<file path="src/rtl/pxb_pkg.sv">
package pxb_pkg;

  typedef enum logic [2:0] {
    OP_NONE  = 3'd0,
    OP_LOAD  = 3'd1,
    OP_STORE = 3'd2,
    OP_PIN   = 3'd3,
    OP_POUT  = 3'd4,
    OP_PAGE  = 3'd5
  } pxb_op_e;

  typedef struct packed {
    logic rd;
    logic wr;
    logic io;
  } pxb_kind_t;

  function automatic logic op_is_bus(input logic [2:0] op);
    return (op == OP_LOAD) || (op == OP_STORE) || (op == OP_PIN) || (op == OP_POUT);
  endfunction

  function automatic pxb_kind_t op_kind(input logic [2:0] op);
    pxb_kind_t k;
    k.rd = (op == OP_LOAD)  || (op == OP_PIN);
    k.wr = (op == OP_STORE) || (op == OP_POUT);
    k.io = (op == OP_PIN)   || (op == OP_POUT);
    return k;
  endfunction

  function automatic logic [15:0] page_value(input logic [7:0] hi, input logic [7:0] lo);
    return {hi, lo};
  endfunction

endpackage

</file>
<file path="src/rtl/pxb_page.sv">
module pxb_page #(
  parameter int AW = 16
) (
  input  logic          clk,
  input  logic          rst_n,
  input  logic          load,
  input  logic [15:0]   value,
  input  logic [7:0]    loc,
  output logic [AW-1:0] addr
);

  localparam int PW = AW - 8;

  generate
    if (PW > 0) begin : g_paged
      logic [PW-1:0] page_q;

      always_ff @(posedge clk) begin
        if (!rst_n)   page_q <= '0;
        else if (load) page_q <= value[PW-1:0];
      end

      assign addr = {page_q, loc};
    end else begin : g_flat
      logic unused_ok;
      assign unused_ok = &{1'b0, clk, rst_n, load, value};
      assign addr = loc[AW-1:0];
    end
  endgenerate

endmodule

</file>
<file path="src/rtl/pxb_seq.sv">
module pxb_seq #(
  parameter int MIN_CYC = 3
) (
  input  logic clk,
  input  logic rst_n,
  input  logic start,
  input  logic ready,
  output logic busy,
  output logic min_met,
  output logic finish
);

  localparam int CW = $clog2(MIN_CYC + 1);
  localparam logic [CW-1:0] MIN_V = CW'(MIN_CYC);

  typedef enum logic {S_IDLE, S_XFER} seq_st_e;

  seq_st_e       st_q;
  logic [CW-1:0] phase_q;

  assign busy    = (st_q == S_XFER);
  assign min_met = busy && (phase_q >= MIN_V);
  assign finish  = min_met && ready;

  always_ff @(posedge clk) begin
    if (!rst_n) begin
      st_q    <= S_IDLE;
      phase_q <= '0;
    end else begin
      case (st_q)
        S_IDLE: begin
          if (start) begin
            st_q    <= S_XFER;
            phase_q <= CW'(1);
          end
        end
        default: begin
          if (finish) begin
            st_q    <= S_IDLE;
            phase_q <= '0;
          end else if (phase_q < MIN_V) begin
            phase_q <= phase_q + CW'(1);
          end
        end
      endcase
    end
  end

endmodule

</file>
<file path="src/rtl/pxb_dpath.sv">
module pxb_dpath
  import pxb_pkg::*;
#(
  parameter int AW = 16
) (
  input  logic          clk,
  input  logic          rst_n,
  input  logic          start,
  input  pxb_kind_t     kind,
  input  logic [AW-1:0] addr_in,
  input  logic [7:0]    wbyte_in,
  input  logic          finish,
  input  logic [7:0]    bus_rdata,
  output logic [AW-1:0] bus_addr,
  output logic [7:0]    bus_wdata,
  output logic          bus_rd,
  output logic          bus_wr,
  output logic          bus_io,
  output logic          done,
  output logic [7:0]    rbyte
);

  always_ff @(posedge clk) begin
    if (!rst_n) begin
      bus_addr  <= '0;
      bus_wdata <= '0;
      bus_rd    <= 1'b0;
      bus_wr    <= 1'b0;
      bus_io    <= 1'b0;
      done      <= 1'b0;
      rbyte     <= '0;
    end else begin
      done <= finish;
      if (start) begin
        bus_addr  <= addr_in;
        bus_wdata <= wbyte_in;
        bus_rd    <= kind.rd;
        bus_wr    <= kind.wr;
        bus_io    <= kind.io;
      end else if (finish) begin
        bus_rd <= 1'b0;
        bus_wr <= 1'b0;
        if (bus_rd) rbyte <= bus_rdata;
      end
    end
  end

endmodule

</file>
<file path="src/rtl/pxb_ctrl.sv">
module pxb_ctrl
  import pxb_pkg::*;
#(
  parameter int AW      = 16,
  parameter int MIN_CYC = 3
) (
  input  logic          clk,
  input  logic          rst_n,
  input  logic          core_req,
  input  logic [2:0]    core_op,
  input  logic [7:0]    core_loc,
  input  logic [7:0]    core_wbyte,
  output logic          core_stall,
  output logic          core_done,
  output logic [7:0]    core_rbyte,
  output logic [AW-1:0] bus_addr,
  output logic [7:0]    bus_wdata,
  output logic          bus_rd,
  output logic          bus_wr,
  output logic          bus_io,
  input  logic          bus_ready,
  input  logic [7:0]    bus_rdata
);

  logic          busy;
  logic          min_met;
  logic          xfer_finish;
  logic          acc_start;
  logic          page_load;
  logic [AW-1:0] next_addr;
  pxb_kind_t     kind;

  assign acc_start  = core_req && !busy && op_is_bus(core_op);
  assign page_load  = core_req && !busy && (core_op == OP_PAGE);
  assign kind       = op_kind(core_op);
  assign core_stall = busy || acc_start;

  pxb_page #(.AW(AW)) u_page (
    .clk   (clk),
    .rst_n (rst_n),
    .load  (page_load),
    .value (page_value(core_wbyte, core_loc)),
    .loc   (core_loc),
    .addr  (next_addr)
  );

  pxb_seq #(.MIN_CYC(MIN_CYC)) u_seq (
    .clk     (clk),
    .rst_n   (rst_n),
    .start   (acc_start),
    .ready   (bus_ready),
    .busy    (busy),
    .min_met (min_met),
    .finish  (xfer_finish)
  );

  pxb_dpath #(.AW(AW)) u_dpath (
    .clk       (clk),
    .rst_n     (rst_n),
    .start     (acc_start),
    .kind      (kind),
    .addr_in   (next_addr),
    .wbyte_in  (core_wbyte),
    .finish    (xfer_finish),
    .bus_rdata (bus_rdata),
    .bus_addr  (bus_addr),
    .bus_wdata (bus_wdata),
    .bus_rd    (bus_rd),
    .bus_wr    (bus_wr),
    .bus_io    (bus_io),
    .done      (core_done),
    .rbyte     (core_rbyte)
  );

endmodule

</file>
<file path="config.mk">
export PLATFORM = sky130hd
export DESIGN_NAME = pxb_ctrl
export DESIGN_NICKNAME = d
export VERILOG_FILES = /design/src/rtl/pxb_pkg.sv /design/src/rtl/pxb_page.sv /design/src/rtl/pxb_seq.sv /design/src/rtl/pxb_dpath.sv /design/src/rtl/pxb_ctrl.sv
export SDC_FILE = /design/constraint.sdc
export NUM_CORES = 1
export LEC_CHECK = 0
export BUFFER_PORTS_ARGS = -buffer_cell sky130_fd_sc_hd__clkbuf_2
export CORE_MARGIN = 5
export CORE_UTILIZATION = 35
export CTS_CLUSTER_SIZE = 30
export DETAILED_ROUTE_END_ITERATION = 7
export GPL_TIMING_DRIVEN = 1
export PLACE_DENSITY = 0.56
export REMOVE_ABC_BUFFERS = 1
export SLEW_MARGIN = 20
export SYNTH_ARGS = -nofsm -noshare
export SYNTH_HDL_FRONTEND = slang
export SYNTH_HIERARCHICAL = 1
export SYNTH_SLANG_ARGS = --single-unit
</file>
<file path="constraint.sdc">
create_clock -name clk -period 3.86 [get_ports clk]
set_clock_uncertainty 0.2 [all_clocks]
set_input_delay 0.965 -clock clk [delete_from_list [all_inputs] [get_ports clk]]
set_output_delay 0.965 -clock clk [all_outputs]
set_load 0.02 [all_outputs]
</file>
==> impl_metrics.toml, run 1 <==
[timing]
rsz0062_at_grt = "no"
tightest_slew_ns = 0.891
setup_slack_ns = 0.952
finalCritPeriodShare_pct = 75.3
fmax_mhz = 344
period_minus_slack_ns = 2.91
holdWs_ns = 0.260
hold_viol = 0
final-setup-viol-count = 0
slew_headroom_pct = 40.3
drv_slew = 0

[place]
placed_cells = 314
port-buffer-count = 67
dp_hpwl_um = 2900
place_congestion = 0.810
dpl_worst_slack_ns = 0.941

[clocking]
cts_resized = 0
cts_max_level = 2
cts_tree = "built"
clk_pin_slew_worst_paths_ns = 0.08
clkLatencyLatePin_ns = 0.29
post-cts-setup-buffers = 0
cts_sinks = 47
cts-buffers-inserted = 5
cts-hold-fix-buffers = 0
ctsRootBufferMaster = "clkbuf_8"
cts_buffer_depth = 2

[hold_path]
min_path_cells = 2
worstHoldPathType = "flip-flop to flip-flop"

[logic_synthesis]
syn_inst = 190
yosysWarningCount = 6
avgSynthCellArea_um2 = 10.4
netlist_area_mm2 = 0.00198

[global_route]
grt-ovfl-total = 0
antenna_found_initial = 0
grt_max_degree = 39
grt_pass1_wl_um = 6680
grt_use_total_pct = 11.3
grt_pass1_vias = 1402

[setup_path]
cp.required_ns = 2.69
rr_worst_depth = 4
crit_path_max_fanout = 6
path_class = "input port to output pin"
arrival_ns = 1.74
cp-end-kind = "output pin"
start_kind = "input port"

[detailed_routing]
antenna_left = 0
wl_um = 3960
avgViaCountPerCell = 4.42
num_vias = 1419
wl_per_cell_um = 12.3
drc = 0
drtIter0Drc = 54
dr.pass1.iters = 4

[floorplan]
io_pins = 68
coreArea_mm2 = 0.00551
die-area_mm2 = 0.00727
die_y_um = 85.3
die_x_um = 85.3
initial_core_util_pct = 36.0
rows = 27

[layout]
area_growth_pct = 21.9
fill_cells = 551
finalNetCount = 281
drive_gt1_share_pct = 33.3
regArea_um2 = 941
antennaDiodeCount = 0
multi_input_area_um2 = 913
instances_no_fill = 321

[pwr]
switching_share_pct = 23.3
ir_drop_mv = 0.140
finalPower_w = 0.000972
p_int_w = 0.000745
pwr-share-clk_pct = 35.2
p_comb_share_pct = 12.2
p_sw_w = 0.000226
p_leak_nw = 1.01
pwr-share-seq_pct = 52.5
p_per_area_mw_per_mm2 = 402

[job]
maxCapViolations = 0

[run_status]
run_status = "complete, no violations"
## power by group through the flow
stage          clock network, W  logic [W]  registers, W
6_report               0.000342   0.000119      0.000510
5_1_grt                0.000376   0.000131      0.000513
4_1_cts                0.000358   0.000122      0.000510
3_5_place_dp                  0   0.000121      0.000522
3_3_place_gp                  0   0.000120      0.000522
2_1_floorplan                 0  0.0000600      0.000534
## area by class of cell
cell class	count	share of cell area [%]
tap	72	3.73
sequential	47	38.9
timing repair buffer	70	14.8
multi-input combinational	122	37.8
inverter	3	0.466
clock buffer	6	3.00
clock inverter	1	1.24
## critical path, cell delays in order
cell and delay [ns]:
clkbuf_2 0.13, o21a_1 0.23, o31ai_2 0.21, clkbuf_2 0.20
## flip-flops by register name (all words and copies together), names as in the netlist
| name | cells |
|---|---|
| u_seq/busy | 1 |
| u_dpath/rbyte | 8 |
| u_seq/phase_q | 2 |
| u_dpath/bus_rd | 1 |
| u_page/g_paged.page_q | 8 |
| u_dpath/bus_io | 1 |
| u_dpath/bus_wdata | 8 |
| u_dpath/bus_wr | 1 |
| u_dpath/bus_addr | 16 |
| u_dpath/done | 1 |
## layout by cell type, fill, tap and decap left out, drive strengths merged
cell    count
nor2        2
a31oi       1
o31ai       1
nand2b      1
or3b        2
o21ai       2
nand3b      1
nor3        3
and3b       1
mux2i      41
clkbuf     73
bufinv      1
nand2      20
o21a        1
dfxtp      47
ha          1
and2        1
buf         3
xnor2       1
and3        1
and4b       1
nor4bb      1
a21boi      2
inv         3
nor2b      34
a21o        1
nor3b       2
a31o        1
## worst paths after layout
check,start,to,slack (ns)
setup / recovery,core_op[1],core_stall,0.95
hold reg to reg,u_dpath/rbyte[7],u_dpath/rbyte[7],0.26
hold / removal,u_dpath/rbyte[7],u_dpath/rbyte[7],0.26
setup reg to reg,u_seq/busy,u_page/g_paged.page_q[1],1.93
## per-layer routing
| metal | wire [µm] | track usage [%] |
|---|---|---|
| met3 | 237 | 3.79 |
| met4 | 61 | 4.32 |
| met2 | 1810 | 17.7 |
| met5 | 0 | 0 |
| met1 | 1850 | 14.3 |
## stage by stage
stage / TNS, ns / utilization (%) / instance area [µm²]
after detailed placement: 0 / 42.0 / 2310
after global placement: 0 / 42.0 / 2310
after CTS: 0 / 43.9 / 2420
after global routing: 0 / 43.9 / 2420
after floorplan: -32.01 / - / 1860
final: 0 / 43.9 / 2420
No activity file was read; power rests on OpenSTA's default activity.
==> run 2: changes to the inputs <==
--- a/config.mk
+++ b/config.mk
@@ -11,7 +11,7 @@
 export CTS_CLUSTER_SIZE = 30
 export DETAILED_ROUTE_END_ITERATION = 7
 export GPL_TIMING_DRIVEN = 1
-export PLACE_DENSITY = 0.56
+export PLACE_DENSITY = 0.58
 export REMOVE_ABC_BUFFERS = 1
 export SLEW_MARGIN = 20
 export SYNTH_ARGS = -nofsm -noshare
==> constraint.sdc (replaced) <==
create_clock -name clk -period 2.4 [get_ports clk]
set_clock_uncertainty 0.2 [all_clocks]
set_input_delay 0.6 -clock clk [delete_from_list [all_inputs] [get_ports clk]]
set_output_delay 0.6 -clock clk [all_outputs]
set_load 0.02 [all_outputs]
==> run 2 against run 1 <==
  * Sequential cell count unchanged
  * Routed wire length up 2.6%
  * Worst setup slack got worse by 0.74 ns
  * Utilization rose by 0.068 points
  * Global-route usage increased by 0.49 points
  * Via count is 0.78% higher
  * Sequential share of layout area shrank 0.060 points
  * Hold slack improved by 0.0066 ns
  * Critical endpoint unchanged
  * Highest routed layer unchanged
==> impl_metrics.toml, run 2 (synthesis results as in run 1) <==
[timing]
drv_slew = 0
period_minus_slack_ns = 2.19
rsz0062_at_grt = "no"
hold_viol = 0
tightest_slew_ns = 0.479
final-setup-viol-count = 0
finalCritPeriodShare_pct = 91.1
slew_headroom_pct = 68.1
fmax_mhz = 457

[pwr]
switching_share_pct = 25.5
p_per_area_mw_per_mm2 = 608
p_sw_w = 0.000375
finalPower_w = 0.00147
ir_drop_mv = 0.263
p_leak_nw = 1.02
pwr-share-seq_pct = 55.8
p_comb_share_pct = 13.3
pwr-share-clk_pct = 30.9
p_int_w = 0.00110

[floorplan]
initial_core_util_pct = 36.0
rows = 27
die-area_mm2 = 0.00727
io_pins = 68
coreArea_mm2 = 0.00551
die_x_um = 85.3
die_y_um = 85.3

[detailed_routing]
avgViaCountPerCell = 4.40
antenna_left = 0
wl_um = 4060
dr_wl_met2_um = 1950
top_layer = "met4"
drc = 0
dr.pass1.iters = 4
wl_per_cell_um = 12.5
met1_length_um = 1820
drtIter0Drc = 51
num_vias = 1430
wl_met3_um = 280

[setup_path]
crit_path_max_fanout = 6
reg2reg_slack_ns = 0.60
path_class = "input port to output pin"
r2r-start = "u_seq/phase_q[1]"
rr_worst_depth = 4
cp-end-kind = "output pin"
arrival_ns = 1.39
start_kind = "input port"
cp.required_ns = 1.60
critPathCapture = "core_stall"
r2r_end = "u_dpath/rbyte[1]"
startpoint = "core_op[1]"

[hold_path]
worstHoldPathType = "flip-flop to flip-flop"
min_from = "u_dpath/rbyte[0]"

[layout]
top_register = "u_dpath/bus_addr"
final_area_mm2 = 0.00242
area_growth_pct = 22.1
largest_reg_flops = 16
finalNetCount = 284
fill_cells = 556
final_cell_mix = "clkbuf_2 (67), dfxtp_1 (47), mux2i_1 (41)"
antennaDiodeCount = 0
drive_gt1_share_pct = 34.8
layout_commonest_cell = "clkbuf_2"

[global_route]
grt_pass1_vias = 1439
grt_use_total_pct = 11.8
grt-ovfl-total = 0
antenna_found_initial = 0
grt_pass1_wl_um = 6890
grt_max_degree = 31

[place]
place_area_mm2 = 0.00234
dp_hpwl_um = 2970
place_congestion = 0.759
port-buffer-count = 67

[clocking]
cts-buffers-inserted = 5
post-cts-setup-buffers = 0
clk_pin_slew_worst_paths_ns = 0.09
cts_tree = "built"
ctsRootBufferMaster = "clkbuf_8"
cts_sinks = 47
clkLatencyLatePin_ns = 0.29
cts_resized = 0
cts-hold-fix-buffers = 0
cts_max_level = 2
cts_buffer_depth = 2

[run_status]
run_status = "complete, no violations"

[job]
maxCapViolations = 0
==> run 2: area by class of cell <==
class / count / area [µm²] / share of cell area, %
Sequential cell: 47 / 941 / 38.9
Multi-Input combinational cell: 122 / 913 / 37.7
Timing Repair Buffer: 73 / 380 / 15.7
Tap cell: 72 / 90.1 / 3.72
Clock buffer: 5 / 68.8 / 2.84
Clock inverter: 3 / 15.0 / 0.620
Inverter: 3 / 11.3 / 0.465
==> run 2: per-layer routing <==
layer | up-vias | track usage (%)
met2 | 38 | 19.2
met3 | 2 | 4.17
met4 | 0 | 4.32
met1 | 642 | 14.2
met5 | - | 0
li1 | 748 | -
==> run 2: worst min-delay path by stage <==
| stage | to | cells past startpoint |
|---|---|---|
| 2_1_floorplan | u_seq/phase_q[1] | 2 |
| 3_3_place_gp | u_dpath/rbyte[0] | 2 |
| 3_5_place_dp | u_dpath/rbyte[0] | 2 |
| 4_1_cts | u_dpath/rbyte[0] | 2 |
| 5_1_grt | u_dpath/rbyte[2] | 2 |
| 6_report | u_dpath/rbyte[0] | 2 |
==> run 2: power groups by stage <==
stage	clock, W	combinational (W)	sequential [W]
2_1_floorplan	0	0.0000965	0.000860
4_1_cts	0.000477	0.000198	0.000821
3_3_place_gp	0	0.000196	0.000839
6_report	0.000455	0.000195	0.000821
3_5_place_dp	0	0.000198	0.000839
5_1_grt	0.000513	0.000216	0.000825
==> run 2: stage by stage <==
stage	instances	setup slack (ns)	hold WS [ns]	utilization, %	setup TNS, ns
3_5_place_dp	317	0.124	0.251	42.4	0
5_1_grt	325	0.155	0.295	43.9	0
3_3_place_gp	317	0.159	0.244	42.4	0
6_report	325	0.212	0.267	43.9	0
2_1_floorplan	172	-2.15	0.264	-	-73.62
4_1_cts	325	0.207	0.268	43.9	0
==> run 2: worst max-delay path: stages <==
cell	delay, ns
clkbuf_2	0.14
o21a_1	0.23
o31ai_2	0.22
clkbuf_2	0.20
